===== src/rtl/guard_watchdog_pkg.sv =====
package guard_watchdog_pkg;
   localparam int CTRL_W      = 6;
   localparam int CODE_W      = 4;
   localparam int CODE_LO_BIT = 0;
   localparam int EN_BIT      = 3;
   localparam int CE_BIT      = 4;
   localparam int CODE_HI_BIT = 5;

   typedef struct packed {
      logic              en;
      logic [CODE_W-1:0] code;
   } wd_cfg_t;
endpackage


===== src/rtl/guard_watchdog_unlock.sv =====
module guard_watchdog_unlock
   import guard_watchdog_pkg::*;
#(
   parameter int WIN_CYCLES = 4
) (
   input  logic              clk,
   input  logic              por_n,
   input  logic              rst_n,
   input  logic              we,
   input  logic [CTRL_W-1:0] wdata,
   input  logic              hold_en,
   output wd_cfg_t           cfg,
   output logic              win_open,
   output logic              cfg_load
);
   localparam int WIN_W = $clog2(WIN_CYCLES + 1);

   logic [WIN_W-1:0] win_q;
   wd_cfg_t          cfg_q;
   logic             unlock_req;

   assign win_open   = (win_q != '0);
   assign cfg_load   = rst_n && win_open && we;
   assign unlock_req = we && wdata[CE_BIT] && wdata[EN_BIT];

   always_ff @(posedge clk or negedge por_n) begin
      if (!por_n) begin
         win_q <= '0;
         cfg_q <= '0;
      end else if (!rst_n) begin
         win_q       <= '0;
         cfg_q.code  <= '0;
      end else if (win_open) begin
         if (we) begin
            cfg_q.en   <= wdata[EN_BIT] | hold_en;
            cfg_q.code <= {wdata[CODE_HI_BIT], wdata[CODE_LO_BIT +: 3]};
            win_q      <= '0;
         end else begin
            win_q <= win_q - WIN_W'(1);
         end
      end else if (unlock_req) begin
         win_q <= WIN_W'(WIN_CYCLES);
      end
   end

   assign cfg = cfg_q;
endmodule


===== src/rtl/guard_watchdog_tap.sv =====
module guard_watchdog_tap
   import guard_watchdog_pkg::*;
#(
   parameter int BASE_LOG2 = 11,
   parameter int MAX_CODE  = 9,
   localparam int CNT_W    = BASE_LOG2 + MAX_CODE
) (
   input  logic [CNT_W-1:0]  cnt,
   input  logic [CODE_W-1:0] code,
   output logic              terminal
);
   logic [MAX_CODE:0] hit;
   logic [CODE_W-1:0] sat_code;

   assign sat_code = (code > CODE_W'(MAX_CODE)) ? CODE_W'(MAX_CODE) : code;

   for (genvar g = 0; g <= MAX_CODE; g++) begin : g_tap
      assign hit[g] = &cnt[BASE_LOG2+g-1:0];
   end

   assign terminal = hit[sat_code];
endmodule


===== src/rtl/guard_watchdog_count.sv =====
module guard_watchdog_count #(
   parameter int BASE_LOG2 = 11,
   parameter int MAX_CODE  = 9,
   localparam int CNT_W    = BASE_LOG2 + MAX_CODE
) (
   input  logic             clk,
   input  logic             por_n,
   input  logic             rst_n,
   input  logic             run,
   input  logic             tick,
   input  logic             kick,
   input  logic             cfg_load,
   input  logic             terminal,
   input  logic             flag_clr,
   output logic [CNT_W-1:0] cnt,
   output logic             req,
   output logic             flag
);
   logic [CNT_W-1:0] cnt_q;
   logic             req_q, flag_q;
   logic             restart, expire;

   assign restart = !rst_n || cfg_load || kick || !run;
   assign expire  = !restart && tick && terminal;

   always_ff @(posedge clk or negedge por_n) begin
      if (!por_n) begin
         cnt_q  <= '0;
         req_q  <= 1'b0;
         flag_q <= 1'b0;
      end else begin
         req_q <= expire;
         if (expire)        flag_q <= 1'b1;
         else if (flag_clr) flag_q <= 1'b0;
         if (restart || expire) cnt_q <= '0;
         else if (tick)         cnt_q <= cnt_q + CNT_W'(1);
      end
   end

   assign cnt  = cnt_q;
   assign req  = req_q;
   assign flag = flag_q;
endmodule


===== src/rtl/guard_watchdog.sv =====
module guard_watchdog
   import guard_watchdog_pkg::*;
#(
   parameter int BASE_LOG2  = 11,
   parameter int MAX_CODE   = 9,
   parameter int WIN_CYCLES = 4
) (
   input  logic              clk,
   input  logic              por_n,
   input  logic              rst_n,
   input  logic              tick,
   input  logic              kick,
   input  logic              force_on,
   input  logic              ctrl_we,
   input  logic [CTRL_W-1:0] ctrl_wdata,
   input  logic              flag_clr,
   output logic [CTRL_W-1:0] ctrl_rdata,
   output logic              wdr_flag,
   output logic              reset_req
);
   localparam int CNT_W = BASE_LOG2 + MAX_CODE;

   if (BASE_LOG2 < 1) begin : g_bad_base
      $error("BASE_LOG2 must be at least 1");
   end
   if (MAX_CODE < 0 || MAX_CODE > (1 << CODE_W) - 1) begin : g_bad_code
      $error("MAX_CODE out of range for the code field");
   end
   if (WIN_CYCLES < 1) begin : g_bad_win
      $error("WIN_CYCLES must be at least 1");
   end

   wd_cfg_t          cfg;
   logic             win_open, cfg_load, terminal, run;
   logic [CNT_W-1:0] cnt;

   guard_watchdog_unlock #(.WIN_CYCLES(WIN_CYCLES)) unlock_i (
      .clk(clk), .por_n(por_n), .rst_n(rst_n), .we(ctrl_we),
      .wdata(ctrl_wdata), .hold_en(wdr_flag), .cfg(cfg),
      .win_open(win_open), .cfg_load(cfg_load)
   );

   assign run = cfg.en | force_on;

   guard_watchdog_tap #(.BASE_LOG2(BASE_LOG2), .MAX_CODE(MAX_CODE)) tap_i (
      .cnt(cnt), .code(cfg.code), .terminal(terminal)
   );

   guard_watchdog_count #(.BASE_LOG2(BASE_LOG2), .MAX_CODE(MAX_CODE)) count_i (
      .clk(clk), .por_n(por_n), .rst_n(rst_n), .run(run), .tick(tick),
      .kick(kick), .cfg_load(cfg_load), .terminal(terminal),
      .flag_clr(flag_clr), .cnt(cnt), .req(reset_req), .flag(wdr_flag)
   );

   always_comb begin
      ctrl_rdata                  = '0;
      ctrl_rdata[CODE_LO_BIT +: 3] = cfg.code[2:0];
      ctrl_rdata[EN_BIT]          = run;
      ctrl_rdata[CE_BIT]          = win_open;
      ctrl_rdata[CODE_HI_BIT]     = cfg.code[3];
   end
endmodule


===== config.mk =====
export PLATFORM = sky130hd
export DESIGN_NAME = guard_watchdog
export DESIGN_NICKNAME = d
export VERILOG_FILES = /design/src/rtl/guard_watchdog_pkg.sv /design/src/rtl/guard_watchdog_unlock.sv /design/src/rtl/guard_watchdog_tap.sv /design/src/rtl/guard_watchdog_count.sv /design/src/rtl/guard_watchdog.sv
export SDC_FILE = /design/constraint.sdc
export NUM_CORES = 1
export LEC_CHECK = 0
export ABC_AREA = 1
export BUFFER_PORTS_ARGS = -buffer_cell sky130_fd_sc_hd__buf_4
export CAP_MARGIN = 20
export CORE_MARGIN = 2
export CORE_UTILIZATION = 27
export CTS_BUF_LIST = sky130_fd_sc_hd__clkbuf_8 sky130_fd_sc_hd__clkbuf_16
export DETAILED_ROUTE_END_ITERATION = 10
export PLACE_DENSITY = 0.45
export SETUP_SLACK_MARGIN = 0.5
export SLEW_MARGIN = 10
export SYNTH_ARGS = -nofsm -noshare
export SYNTH_HDL_FRONTEND = slang
export SYNTH_HIERARCHICAL = 1
export SYNTH_SLANG_ARGS = --single-unit

===== constraint.sdc =====
create_clock -name clk -period 2.3 [get_ports clk]
set_input_delay 0.46 -clock clk [delete_from_list [all_inputs] [get_ports clk]]
set_output_delay 0.46 -clock clk [all_outputs]
set_load 0.02 [all_outputs]

---- Word level (Yosys, flattened, before mapping) ----
Cells that the tools add are included.
word-level totals
  register bits ........................... 30
  bits of input ports ..................... 14
  output and inout port bits .............. 8
  memory bits (read-only) ................. 0
  logic and storage cells ................. 57
  RAM bits ................................ 0
  memories kept ........................... 0
  latch bits .............................. 0
cells by class
  magnitude comparators ................... 2
  $add $sub $neg .......................... 2
  bitwise gates (word level) .............. 2
  multiplexer cells ....................... 14
  reductions and logical operators ........ 28
  eq/ne operators ......................... 3
  divide/modulo/power cells ............... 0
  $mul .................................... 0
  shifts and indexed selects .............. 0
operators by type and width
  kind                     count
  $mux W20                 2
  $add A20 B1 Y20 const B  1
  $reduce_and A20 Y1       1
  $reduce_and A19 Y1       1
  $reduce_and A18 Y1       1
  $reduce_and A17 Y1       1
  $mux W4                  4
  $reduce_and A16 Y1       1
  $reduce_and A15 Y1       1
  $reduce_and A14 Y1       1
  $reduce_and A13 Y1       1
  $mux W3                  4
  $reduce_and A12 Y1       1
  $reduce_and A11 Y1       1
  $logic_and A1 B1 Y1      6
  $lt A4 B5 Y1 const B     1
  $bmux W1 S4              1
  $gt A4 B4 Y1 const B     1
  $logic_or A1 B1 Y1       4
  $ne A2 B1 Y1 const B     2
  $reduce_bool A2 Y1       2
  $logic_not A1 Y1         3
  $mux W1                  3
  $ne A3 B1 Y1 const B     1
  5 further kinds          6

---- Logic depth before layout (Yosys ltp) ----
Gate-level depths: netlist of run 1.
  depth after elaboration ................. 11
  mapped depth ............................ 15

---- Modules after synthesis ----
Netlist of run 1, hierarchy kept.
by module, submodules not included
  module                 times used  cells an instance  area an instance (µm²)  seq. area each (µm²)
  guard_watchdog_count   1           177                1338.8                  550.5
  guard_watchdog_unlock  1           54                 411.6                   200.2
  guard_watchdog_tap     1           48                 222.7                   0.0
  guard_watchdog         1           5                  26.3                    0.0

---- Least setup slack after synthesis of run 1 ----
No wires, ideal clock.
  path type ............................... register to register
  from .................................... reg unlock_i/cfg[1] (netlist name)
  to ...................................... reg count_i.cnt_q[9] (netlist: count_i/cnt[9])
  arrival time ............................ 1643 ps
  cell stages (with the launch flop) ...... 14
  required time ........................... 2178 ps
  library setup time ...................... 122 ps
  path slack .............................. 534 ps
  cell sequence ........................... dfrtp_1 -> o21ai_2 -> nand2_1 -> inv_1 -> a21oi_1 -> nor2_1 -> nand2_1 -> nand2_1 -> nand2_1 -> nor2_2 -> nor2_2 -> buf_6 -> nand2_1 -> a21oi_2
between the ends
  longest elaborated chain between the ends .. 7
  elaborated cells on any way between the ends .. 8
  those cells by class .................... 1 x order compare; 4 x mux; 3 x reduce/logical
RTL lines
  item                                            line                        RTL
  $gt A4 B4 Y1                                    guard_watchdog_tap.sv:15    assign sat_code = (code > CODE_W'(MAX_CODE)) ? CODE_W'(MAX_CODE) : code;
  $mux W4 (*)                                     guard_watchdog_tap.sv:15
  $bmux W1 S4 (*)                                 guard_watchdog_tap.sv:21    assign terminal = hit[sat_code];
  $mux W1 (not written as such) (*)               guard_watchdog_tap.sv:21
  via terminal                                    guard_watchdog.sv:34        logic win_open, cfg_load, terminal, run;
  $logic_and A1 B1 Y1 (*)                         guard_watchdog_count.sv:24  assign expire = !restart && tick && terminal;
  via count_i.expire                              guard_watchdog_count.sv:21  logic restart, expire;
  $logic_or A1 B1 Y1 (*)                          guard_watchdog_count.sv:35  if (restart || expire) cnt_q <= '0;
  $mux W20 or $reduce_bool A2 Y1 (tied branches)  --
  end signal, assigned                            guard_watchdog_count.sv:36  else if (tick) cnt_q <= cnt_q + CNT_W'(1);
  end, declared                                   guard_watchdog_count.sv:19  logic [CNT_W-1:0] cnt_q;
Mark *: on every way through the listed nets, which the timed path passes. The rest lies on a longest branch. The select of a mux whose other input is x is not followed.
A chain may end at the register's enable or synchronous reset.

---- Worst setup path in the final report of run 1 ----
  from .................................... reg unlock_i/cfg[2] (netlist name)
  to ...................................... reg count_i.cnt_q[12] (netlist: count_i/cnt[12])
between the ends
  longest elaborated chain between the ends .. 7
  elaborated cells on any way between the ends .. 8
  those cells by class .................... 1 x order compare; 4 x mux; 3 x reduce/logical
RTL lines
  item                                            line
  $gt A4 B4 Y1                                    guard_watchdog_tap.sv:15
  $mux W4 (*)                                     guard_watchdog_tap.sv:15
  $bmux W1 S4 (*)                                 guard_watchdog_tap.sv:21
  $mux W1 (not written as such) (*)               guard_watchdog_tap.sv:21
  via terminal                                    guard_watchdog.sv:34
  $logic_and A1 B1 Y1 (*)                         guard_watchdog_count.sv:24
  via count_i.expire                              guard_watchdog_count.sv:21
  $logic_or A1 B1 Y1 (*)                          guard_watchdog_count.sv:35
  $mux W20 or $reduce_bool A2 Y1 (tied branches)  --
Marks and branches as above.

==> results of run 1 <==
==> worst paths after layout <==
path / start / end / slack [ns] / depth (start not counted)
worst min-delay path: por_n / count_i/cnt[17]$_DFFE_PN0P_ / 0.1 / 1
max in group asynchronous: por_n / count_i/cnt[11]$_DFFE_PN0P_ / 1.89 / 1
worst min register to register: unlock_i/win_q[1]$_DFFE_PN0P_ / unlock_i/win_q[1]$_DFFE_PN0P_ / 0.49 / 2
min in group clk: ctrl_wdata[1] / unlock_i/cfg[1]$_DFFE_PN0P_ / 0.36 / 3
worst max register to register: unlock_i/cfg[2]$_DFFE_PN0P_ / count_i/cnt[12]$_DFFE_PN0P_ / 0.49 / 15
worst max-delay path: unlock_i/cfg[2]$_DFFE_PN0P_ / count_i/cnt[12]$_DFFE_PN0P_ / 0.49 / 15
==> report_power, final <==
group	leakage (nW)	internal, W	switching [W]
logic	0.804	0.000213	0.000306
registers	0.406	0.000575	0.0000472
clock network	0.0472	0.000240	0.000221
==> final cells by class <==
class | instances | area share (%)
Timing Repair Buffer | 39 | 11.9
Clock inverter | 2 | 0.475
Multi-Input combinational cell | 208 | 45.1
Tap cell | 99 | 4.71
Clock buffer | 6 | 3.14
Inverter | 42 | 5.99
Sequential cell | 30 | 28.8
==> Yosys cell counts (3+ instances only) <==
library cell / instances
nand3_1: 21
o21ai_0: 3
nand2_1: 101
nand4_1: 5
nand2_2: 6
o21bai_1: 4
nor2_4: 5
dfrtp_1: 30
inv_2: 6
o21ai_2: 3
inv_1: 36
nor2_2: 10
nand3_2: 3
a21oi_1: 15
ha_1: 3
nor2_1: 18
==> sequential cells by signal, indices dropped and copies added, names as in the netlist <==
name	flops
count_i/cnt	20
unlock_i/cfg	5
unlock_i/win_q	3
count_i/flag	1
count_i/req	1
==> through the flow <==
step           std cells  utilization, %  setup slack, ns
5_1_grt              426            36.5            0.330
4_1_cts              422            34.7            0.501
6_report             426            36.5            0.485
3_3_place_gp         409            32.1            0.355
2_1_floorplan        284               -            0.534
3_5_place_dp         409            32.1            0.376
==> cells by family after synthesis <==
kind of cell               Yosys count
buffers and inverters               46
and+or+nand+nor                    176
DFF                                 30
AOI/OAI and AO/OA                   29
adders and majority gates            3
==> worst max-delay path, cell delays in order, from the launching register on <==
cell and delay (ns):
dfrtp_2 0.45, o21ai_4 0.20, nand2_1 0.11, inv_2 0.08
a21oi_2 0.03, nor2_1 0.09, nand2_1 0.06, nand2_2 0.09
nand2_2 0.08, nor2_4 0.14, nor2_4 0.05, buf_6 0.14
nand2_4 0.05, nand2_2 0.04, nand2_1 0.05, inv_1 0.03
==> routing by layer <==
layer | share of wire, % | track usage [%] | up-vias
met3 | 1.8 | 2.10 | 4
met5 | 0 | 0 | -
met4 | 1.2 | 4.87 | 0
met2 | 49 | 20.5 | 14
li1 | - | - | 972
met1 | 48 | 18.6 | 870
==> timing repair <==
item,CTS,global route
pin swaps,4,26
cloned,0,1
setup endpoints to repair,20,20
hold buffers,0,0
buffers inserted,5,3
gates resized for setup,13,27
==> metrics.md, run 1 <==
| Metric | Value |
|---|---|
| Status | completed |
| Die area | about 8100 µm² |
| Count of cell types in the netlist | 29 |
| Largest family of logic cells by synthesized area | simple AND/OR/NAND/NOR gates |
| Synthesized area per cell | 7.04 µm² |
| Initial Util | 27.7% |
| Later-pin clock latency in the skew report | between 0.2 and 0.3 ns |
| Post-synthesis simple-gate area fraction | between 40% and 50% |
| Gate Count Post-Synth | roughly 280 |
| CTS max path bufs | 2 |
| Mapped Nets | 301 |
| Yosys reg bits | 30 |
| Largest area contributor in the netlist | dfrtp_1 |
| XOR/XNOR Fraction of Synth Area | 0% |
| Worst Setup Path Type | register to register |
| Async SR Flop Fraction | between 90% and 100% |
| Synth area leaders | dfrtp_1, nand2_1, inv_1, nand3_1, a21oi_1 |
| Vias in the first global route | between 1500 and 2000 |
| CP arrival | ~2.0 ns |
| Multi-input gate area | approximately 1200 µm² |
| Critical Path Start Type | register |
| CTS Buf Count | 5 |
| H-tree Lvls | 2 |
| Worst Hold Class | input pin to async pin |
| Final Cycle Share | about four fifths |
| Min Tclk post-route | approximately 1.8 ns |
| CTS tree | done |
| Total grt overflow | 0 |
| Vias/cell | 4.37 |
| Area share of the largest cell type after synthesis | approximately 38% |
| Core area | ~7200 µm² |
| Final HPWL DP | 3.72 mm |
| DRT Wirelength | a little over 5 mm |
| Mean routed wirelength per cell | ~12 µm |
| RSZ-0062 raised after global routing | yes |
| Worst rel slew slack | around three quarters |
| Ant diodes | 0 |
| Most frequent cells in the layout | nand2_1, buf_4, inv_1 |
| GRT Util Overall | a little over an eighth |
| EDFF count, synth | 0 |
| Synthesis Warnings | 6 |
| Main synth FF type | dfrtp_1 |
| Setup violators final | 0 |
| Antenna violations before repair | 0 |
| FF/Latch Area | about 760 µm² |
| Max cap viols | 0 |
| Final #Nets | between 300 and 400 |
| Largest net degree at the start of global routing | 31 |
| Routed vias | 1860 |
| CP Data Required Time | 2.49 ns |
| Port bufs | 21 |
| Fill count | roughly 800 |
| Cell Rows | 31 |
| Drt first-iter violations | a little over 80 |
| Worst Tran Pin Value | around 0.4 ns |
| Mux contribution to synthesized area | 0% |
| Ports | 22 |
| Die W | about 90 µm |
| CTS Sinks | 30 |
| VDD IR max | about 0.26 mV |
| DRC Markers | 0 |
| Worst hold margin | roughly 0.095 ns |
| Root buf cell | clkbuf_8 |
| Synth Area in Compound Gates | 8.89% |
| Detailed Routing Iterations Pass 1 | 4 |
| Power, Total | 0.00160 W |
| Clock slew at reported path FFs | about 0.080 ns |
| Layout cell share with drive strength beyond 1 | 33.6% |
| Sequential fraction of the synthesis area | a little under two fifths |
| DRT antenna net count | 0 |
| Die extent in y | about 90 µm |
| Final Slew Violations | 0 |
| Adder-Cell Fraction of Synth Area | 1.88% |
| Leak Pwr | 1.26 nW |
| Area Growth Syn to Fin | 31.7% |
| Max frequency | around 550 MHz |
| Gpl congestion | 0.798 |
| Finished Cell Area | 2630 µm² |
| Crit Path Max Fanout | 6 |
| Worst Skew | between 0.01 and 0.015 ns |
| PwrDens | 609 nW/µm² |
| Placed instance area | approximately 2300 µm² |
| Sum Neg Setup Slack | 0 ns |
| Post-Syn Area | 2000 µm² |
| Crit path capture type | register |
| Most common cell after layout, fill and taps aside | nand2_1 |
| First-pass GRT wire length | 8.80 mm |
| Final Hold Viols | 0 |
Note: power is estimated with default switching activity, not from simulation.
==> run 2: changes to the inputs <==
- PLACE_DENSITY: 0.45 -> 0.46
- clock period: 2.3 -> 1.51 ns (I/O delays scaled with it)
==> metrics.md, run 2 (synthesis results as in run 1) <==
| Metric | Value |
|---|---|
| Critical Path Start Type | register |
| Root buf cell | clkbuf_8 |
| Port bufs | 21 (unchanged) |
| Sum Neg Setup Slack | -4.98 ns (-4.98 ns) |
| Layout cell share with drive strength beyond 1 | 45.7% (+12 points) |
| Worst Tran Pin Value | 0.407 ns (+0.00289 ns) |
| Worst Skew | 0.00692 ns (-0.00536 ns) |
| Ports | 22 (unchanged) |
| Die W | 90.1 µm (unchanged) |
| CTS max path bufs | 2 (unchanged) |
| H-tree Lvls | 2 (unchanged) |
| Mean routed wirelength per cell | 11.4 µm (-5.8%) |
| Max cap viols | 0 (unchanged) |
| PwrDens | 944 nW/µm² (+55%) |
| Ant diodes | 0 (unchanged) |
| DRT Wirelength | 5.35 mm (+4.1%) |
| Vias/cell | 4.31 (-1.3%) |
| Placed insts | 445 (+8.8%) |
| Final setup margin | -0.273 ns (-0.758 ns) |
| GRT Util Overall | 14.3% (+1.1 points) |
| RSZ-0062 raised after global routing | yes |
| Total grt overflow | 0 (unchanged) |
| VDD IR max | 0.361 mV (+41%) |
| Final Slew Violations | 0 (unchanged) |
| Largest net degree at the start of global routing | 31 (unchanged) |
| DRC Markers | 0 (unchanged) |
| Worst Hold Class | input pin to register |
| Status | finished, violations left |
| CTS Buf Count | 5 (unchanged) |
| Area Growth Syn to Fin | 56.6% |
| Later-pin clock latency in the skew report | 0.28 ns (about the same) |
| Drt first-iter violations | 33 (-60%) |
| Detailed Routing Iterations Pass 1 | 4 (unchanged) |
| R2R Path Start | unlock_i/cfg[1]$_DFFE_PN0P_ |
| CP Data Required Time | 1.74 ns (-0.75 ns) |
| Max frequency | 561 MHz (+1.8%) |
| CTS tree | done |
| R2r setup slk | -0.27 ns (-0.76 ns) |
| Crit Path Max Fanout | 7 (+1) |
| Failing checks | negative setup slack |
| Die area | 8110 µm² (unchanged) |
| Final Instance Count excl. Fillers | 471 (+11%) |
| Die extent in y | 90.1 µm (unchanged) |
| Sequential power share | 31.9% (-6.9 points) |
| Final HPWL DP | 3.93 mm (+5.5%) |
| Most frequent cells in the layout | nand2_1, buf_4, inv_1 |
| Crit path capture type | register |
| P_sw | 0.00102 W (+78%) |
| Gpl congestion | 0.810 (+1.5%) |
| Leak Pwr | 1.53 nW (+22%) |
| Most common cell after layout, fill and taps aside | nand2_1 |
| Vias in the first global route | 2097 (+16%) |
| Register-to-Register Path Depth | 13 (-2) |
| Cell Rows | 31 (unchanged) |
| Internal power | 0.00193 W (+88%) |
| Clock slew at reported path FFs | 0.07 ns (about the same) |
| Min Tclk post-route | 1.78 ns (-0.0320 ns) |
| Worst rel slew slack | 72.9% (-0.19 points) |
| Comb pwr share | 45.1% (+13 points) |
| Routed vias | 2030 (+9.1%) |
| R2R Path End | count_i/cnt[13]$_DFFE_PN0P_ |
| Final Cycle Share | 118% (+39 points) |
| Worst Hold Launch | ctrl_wdata[0] |
| Antenna violations before repair | 0 (unchanged) |
| Setup violators final | 24 (+24) |
| Clk pwr share | 22.9% (-5.9 points) |
| Sw Ratio | 34.6% (-1.3 points) |
| Hold EP | unlock_i/cfg[0]$_DFFE_PN0P_ |
| Final #Nets | 388 (+13%) |
| Core area | 7210 µm² (unchanged) |
| Hold depth | 3 |
| First-pass GRT wire length | 9.58 mm (+8.9%) |
| Worst Setup Path Type | register to register |
| Initial Util | 27.7% (unchanged) |
| Max FFs per register | 20 (unchanged) |
| CTS Sinks | 30 (unchanged) |
| DRT antenna net count | 0 (unchanged) |
| Fill count | 771 (-4.7%) |
| CP arrival | 2.01 ns (about the same) |
| Final Hold Viols | 0 (unchanged) |
-- run 2: cell types whose count changed in the layout (fill, tap and decap cells not counted), sizes merged --
cell / before / now
dlygate4sd3: 0 / 1
inv: 42 / 43
clkinvlp: 1 / 0
buf: 39 / 83
-- run 2: final cells by class --
type	instances	area, µm²	share of cell area, %
Inverter	42	165	5.27
Multi-Input combinational cell	208	1270	40.6
Tap cell	99	124	3.96
Clock inverter	2	8.76	0.280
Sequential cell	30	754	24.1
Timing Repair Buffer	84	724	23.1
Clock buffer	6	82.6	2.64
-- run 2: per-stage QoR --
step / setup slack, ns / hold WS, ns / utilization, % / instance area (µm²) / total power (W)
global placement: -0.226 / 0.263 / 36.5 / 2630 / 0.00183
CTS: -0.236 / 0.201 / 41.1 / 2960 / 0.00276
detailed placement: -0.252 / 0.264 / 36.5 / 2630 / 0.00183
floorplan: -0.159 / 0.00641 / - / 2030 / 0.00148
finish: -0.273 / 0.202 / 43.4 / 3130 / 0.00296
global route: -0.437 / 0.204 / 43.4 / 3130 / 0.00315
-- run 2: worst max-delay path, stage by stage, from the launching register on --
cell,delay [ns]
dfrtp_2,0.45
o21ai_4,0.22
nand3_2,0.09
nand2_1,0.07
inv_1,0.04
nand2_1,0.05
nand2_1,0.05
nand2_1,0.06
nand2_2,0.06
buf_4,0.14
nor3_4,0.17
buf_6,0.19
nand3_2,0.08
nand2_1,0.06
-- run 2: worst max path at each step --
| stage | startpoint | to | slack, ns |
|---|---|---|---|
| 2_1_floorplan | unlock_i/cfg[1]$_DFFE_PN0P_ | count_i/cnt[9]$_DFFE_PN0P_ | -0.16 |
| 3_3_place_gp | unlock_i/cfg[1]$_DFFE_PN0P_ | count_i/cnt[7]$_DFFE_PN0P_ | -0.23 |
| 4_1_cts | unlock_i/cfg[2]$_DFFE_PN0P_ | count_i/cnt[9]$_DFFE_PN0P_ | -0.24 |
| 6_report | unlock_i/cfg[1]$_DFFE_PN0P_ | count_i/cnt[13]$_DFFE_PN0P_ | -0.27 |
| 5_1_grt | unlock_i/cfg[1]$_DFFE_PN0P_ | count_i/cnt[15]$_DFFE_PN0P_ | -0.44 |
| 3_5_place_dp | unlock_i/cfg[1]$_DFFE_PN0P_ | count_i/cnt[9]$_DFFE_PN0P_ | -0.25 |
-- run 2: power by group through the flow --
stage,Clock [W],Combinational [W],Sequential (W)
3_3_place_gp,0,0.000873,0.000952
2_1_floorplan,0,0.000503,0.000980
3_5_place_dp,0,0.000875,0.000955
5_1_grt,0.000723,0.00147,0.000955
6_report,0.000678,0.00133,0.000944
4_1_cts,0.000701,0.00112,0.000939
-- run 2: metal layers --
metal	share of wire [%]	wire (µm)	GRT usage, %	up-vias
li1	-	-	-	1067
met1	46	2460	19.0	932
met2	50	2650	23.9	23
met3	2.6	140	2.51	8
met4	1.7	89	4.23	0
met5	0	0	0	-
-- run 2: repair_timing --
action	CTS	global route
endpoints found under the setup margin	37	38
setup buffers	9	8
resized for setup	40	30
pin swaps	7	11
gates cloned	0	0
endpoints found under the hold margin	30	0
hold buffers	1	0
==> run 3: changes to the inputs <==
- ABC_AREA: 1 -> unset
- PLACE_DENSITY: 0.46 -> 0.47
==> metrics.md, run 3 <==
| Metric | Value |
|---|---|
| Status | finished, violations left |
| Failing checks | negative setup slack |
| GRT Util Overall | 14.7% (+0.35 points) |
| Most common cell after layout, fill and taps aside | buf_4 |
| Worst Hold Launch | flag_clr |
| Worst Setup Path Type | register to register |
| H-tree Lvls | 2 (unchanged) |
| CTS tree | done |
| Gpl congestion | 0.757 (-6.6%) |
| Cell Rows | 29 (-6.5%) |
| Final #Nets | 299 (-23%) |
| Layout cell share with drive strength beyond 1 | 52.1% (+6.4 points) |
| Crit Path Max Fanout | 4 (-3) |
| Final Instance Count excl. Fillers | 359 (-24%) |
| R2R Path Start | unlock_i/win_q[0]$_DFFE_PN0P_ |
| Ant diodes | 0 (unchanged) |
| Final Hold Viols | 0 (unchanged) |
| Synthesized area per cell | 9.20 µm² (+31%) |
| DRT antenna net count | 0 (unchanged) |
| Mapped Nets | 209 (-31%) |
| Most frequent cells in the layout | buf_4, dfrtp_1, buf_6 |
| Vias in the first global route | 1754 (-16%) |
| Synthesis Warnings | 6 (unchanged) |
| Die area | 7200 µm² (-11%) |
| Drt first-iter violations | 99 (+200%) |
| Clock slew at reported path FFs | 0.06 ns (about the same) |
| Main synth FF type | dfrtp_1 |
| RSZ-0062 raised after global routing | yes |
| Max cap viols | 0 (unchanged) |
| Yosys reg bits | 30 (unchanged) |
| Later-pin clock latency in the skew report | 0.28 ns (about the same) |
| Vias/cell | 5.05 (+17%) |
| Worst Hold Class | input pin to register |
| Largest net degree at the start of global routing | 31 (unchanged) |
| Placed insts | 338 (-24%) |
| Gate Count Post-Synth | 192 (-32%) |
| Die W | 84.9 µm (-5.8%) |
| Final HPWL DP | 3.72 mm (-5.4%) |
| DRT Wirelength | 5.06 mm (-5.4%) |
| Post-Syn Area | 1770 µm² (-12%) |
| Core area | 6350 µm² (-12%) |
| Crit path capture type | register |
| First-pass GRT wire length | 8.34 mm (-13%) |
| Final Util | 45.7% (+2.3 points) |
| Critical Path Start Type | register |
| Sequential fraction of the synthesis area | 42.5% (+5.0 points) |
| Die extent in y | 84.9 µm (-5.8%) |
| Ports | 22 (unchanged) |
| Worst Tran Pin Value | 0.413 ns (+0.00621 ns) |
| Final Cycle Share | 141% (+23 points) |
| Max FFs per register | 20 (unchanged) |
| Area Growth Syn to Fin | 64.4% |
| R2R Path End | count_i/cnt[19]$_DFFE_PN0P_ |
| Final Slew Violations | 0 (unchanged) |
| Antenna violations before repair | 0 (unchanged) |
| Total grt overflow | 0 (unchanged) |
| Async SR Flop Fraction | 100% (unchanged) |
| Fill count | 609 (-21%) |
| Worst rel slew slack | 72.1% (-0.76 points) |
| Port bufs | 21 (unchanged) |
| Register-to-Register Path Depth | 8 (-5) |
| Hold EP | count_i/flag$_DFFE_PN0P_ |
| Placed instance area | 2450 µm² (-6.8%) |
| Worst hold margin | 0.211 ns (+0.00864 ns) |
| Setup violators final | 24 (unchanged) |
| Min Tclk post-route | 2.13 ns (+0.348 ns) |
| Finished Cell Area | 2900 µm² (-7.4%) |
| Detailed Routing Iterations Pass 1 | 4 (unchanged) |
| Power, Total | 0.00249 W (-16%) |
| Final setup margin | -0.621 ns (-0.348 ns) |
| Mean routed wirelength per cell | 14.1 µm (+24%) |
| Hold depth | 2 (-1) |
| Synth cell count leaders | dfrtp_1, nand3_1, a21oi_1 |
| Most frequent cell after synthesis | dfrtp_1 |
| CP Data Required Time | 1.70 ns (-0.04 ns) |
| CTS max path bufs | 2 (unchanged) |
| Count of cell types in the netlist | 49 (+69%) |
| EDFF count, synth | 0 (unchanged) |
| Largest area contributor in the netlist | dfrtp_1 |
| CTS Sinks | 30 (unchanged) |
| PwrDens | 857 nW/µm² (-9.2%) |
| Worst Skew | 0.00367 ns (-0.00326 ns) |
| R2r setup slk | -0.62 ns (-0.35 ns) |
| DRC Markers | 0 (unchanged) |
| Routed vias | 1812 (-11%) |
| CTS Buf Count | 5 (unchanged) |
| Root buf cell | clkbuf_8 |
| Area share of the largest cell type after synthesis | 42.5% (+5.0 points) |
| VDD IR max | 0.469 mV (+30%) |
| Synth area leaders | dfrtp_1, nand3_1, a21oi_1, o21ai_0, nand2_1 |
| Initial Util | 27.8% (+0.089 points) |
| Leak Pwr | 1.25 nW (-18%) |
| Max frequency | 469 MHz (-16%) |
| CP arrival | 2.32 ns (+0.31 ns) |
[run 3: final cells by class]
| cell class | instances | area, µm² | share of cell area, % |
|---|---|---|---|
| clock buffers | 5 | 68.8 | 2.37 |
| clock inverters | 2 | 7.51 | 0.259 |
| inverters | 10 | 45.0 | 1.55 |
| multi-input cells | 144 | 1150 | 39.7 |
| flip-flops and latches | 30 | 756 | 26.0 |
| well taps | 77 | 96.3 | 3.32 |
| repair buffers | 91 | 776 | 26.7 |
[run 3: report_power, final]
group / internal [W] / switching (W) / total, W
Clock: 0.000303 / 0.000297 / 0.000600
Sequential: 0.000853 / 0.0000426 / 0.000895
Combinational: 0.000543 / 0.000449 / 0.000992
Total: 0.00170 / 0.000789 / 0.00249
[run 3: logic make-up (layout without fill, tap and decap cells)]
logic type,after synthesis,in the layout,share of synthesized area [%]
buf+inv,18,108,4.75
xor+xnor,5,5,2.48
fa+ha+maj,3,3,2.13
flops,30,30,42.5
compound gates,56,56,21.3
simple gates,80,80,26.8
[run 3: critical path, stage by stage (launching register included)]
cell	delay, ns
dfrtp_1	0.38
inv_2	0.08
ha_4	0.13
nor2b_4	0.16
nor3_2	0.06
nand4bb_4	0.20
or3b_4	0.42
or3b_4	0.42
o31ai_2	0.19
[run 3: worst max path at each step]
stage                                   to  slack, ns                     startpoint
2_1_floorplan  count_i/cnt[13]$_DFFE_PN0P_      -0.66  unlock_i/win_q[0]$_DFFE_PN0P_
3_3_place_gp   count_i/cnt[15]$_DFFE_PN0P_      -0.60    unlock_i/cfg[1]$_DFFE_PN0P_
3_5_place_dp   count_i/cnt[19]$_DFFE_PN0P_      -0.68    unlock_i/cfg[1]$_DFFE_PN0P_
4_1_cts        count_i/cnt[14]$_DFFE_PN0P_      -0.62    unlock_i/cfg[1]$_DFFE_PN0P_
5_1_grt        count_i/cnt[13]$_DFFE_PN0P_      -0.72  unlock_i/win_q[1]$_DFFE_PN0P_
6_report       count_i/cnt[19]$_DFFE_PN0P_      -0.62  unlock_i/win_q[0]$_DFFE_PN0P_
[run 3: repair_timing]
item,in CTS,in global routing
hold buffers,1,0
buffers inserted,4,9
pin swaps,8,11
setup endpoints to repair,38,38
resized for setup,43,28
endpoints found under the hold margin,30,0
[run 3: stage by stage]
step / setup WS [ns] / setup TNS [ns]
2_1_floorplan: -0.655 / -8.54
3_3_place_gp: -0.604 / -10.72
3_5_place_dp: -0.680 / -11.38
4_1_cts: -0.621 / -11.59
5_1_grt: -0.723 / -14.34
6_report: -0.621 / -10.97
[run 3: routing by layer]
metal  vias up  wire [µm]  part of all wire [%]  global-route usage, %
met5         -          0                     0                      0
met4         0         46                  0.91                   4.76
met3         4        142                   2.8                   3.40
met2        26       2520                    50                   24.7
met1       880       2350                    46                   18.7
li1        902          -                     -                      -
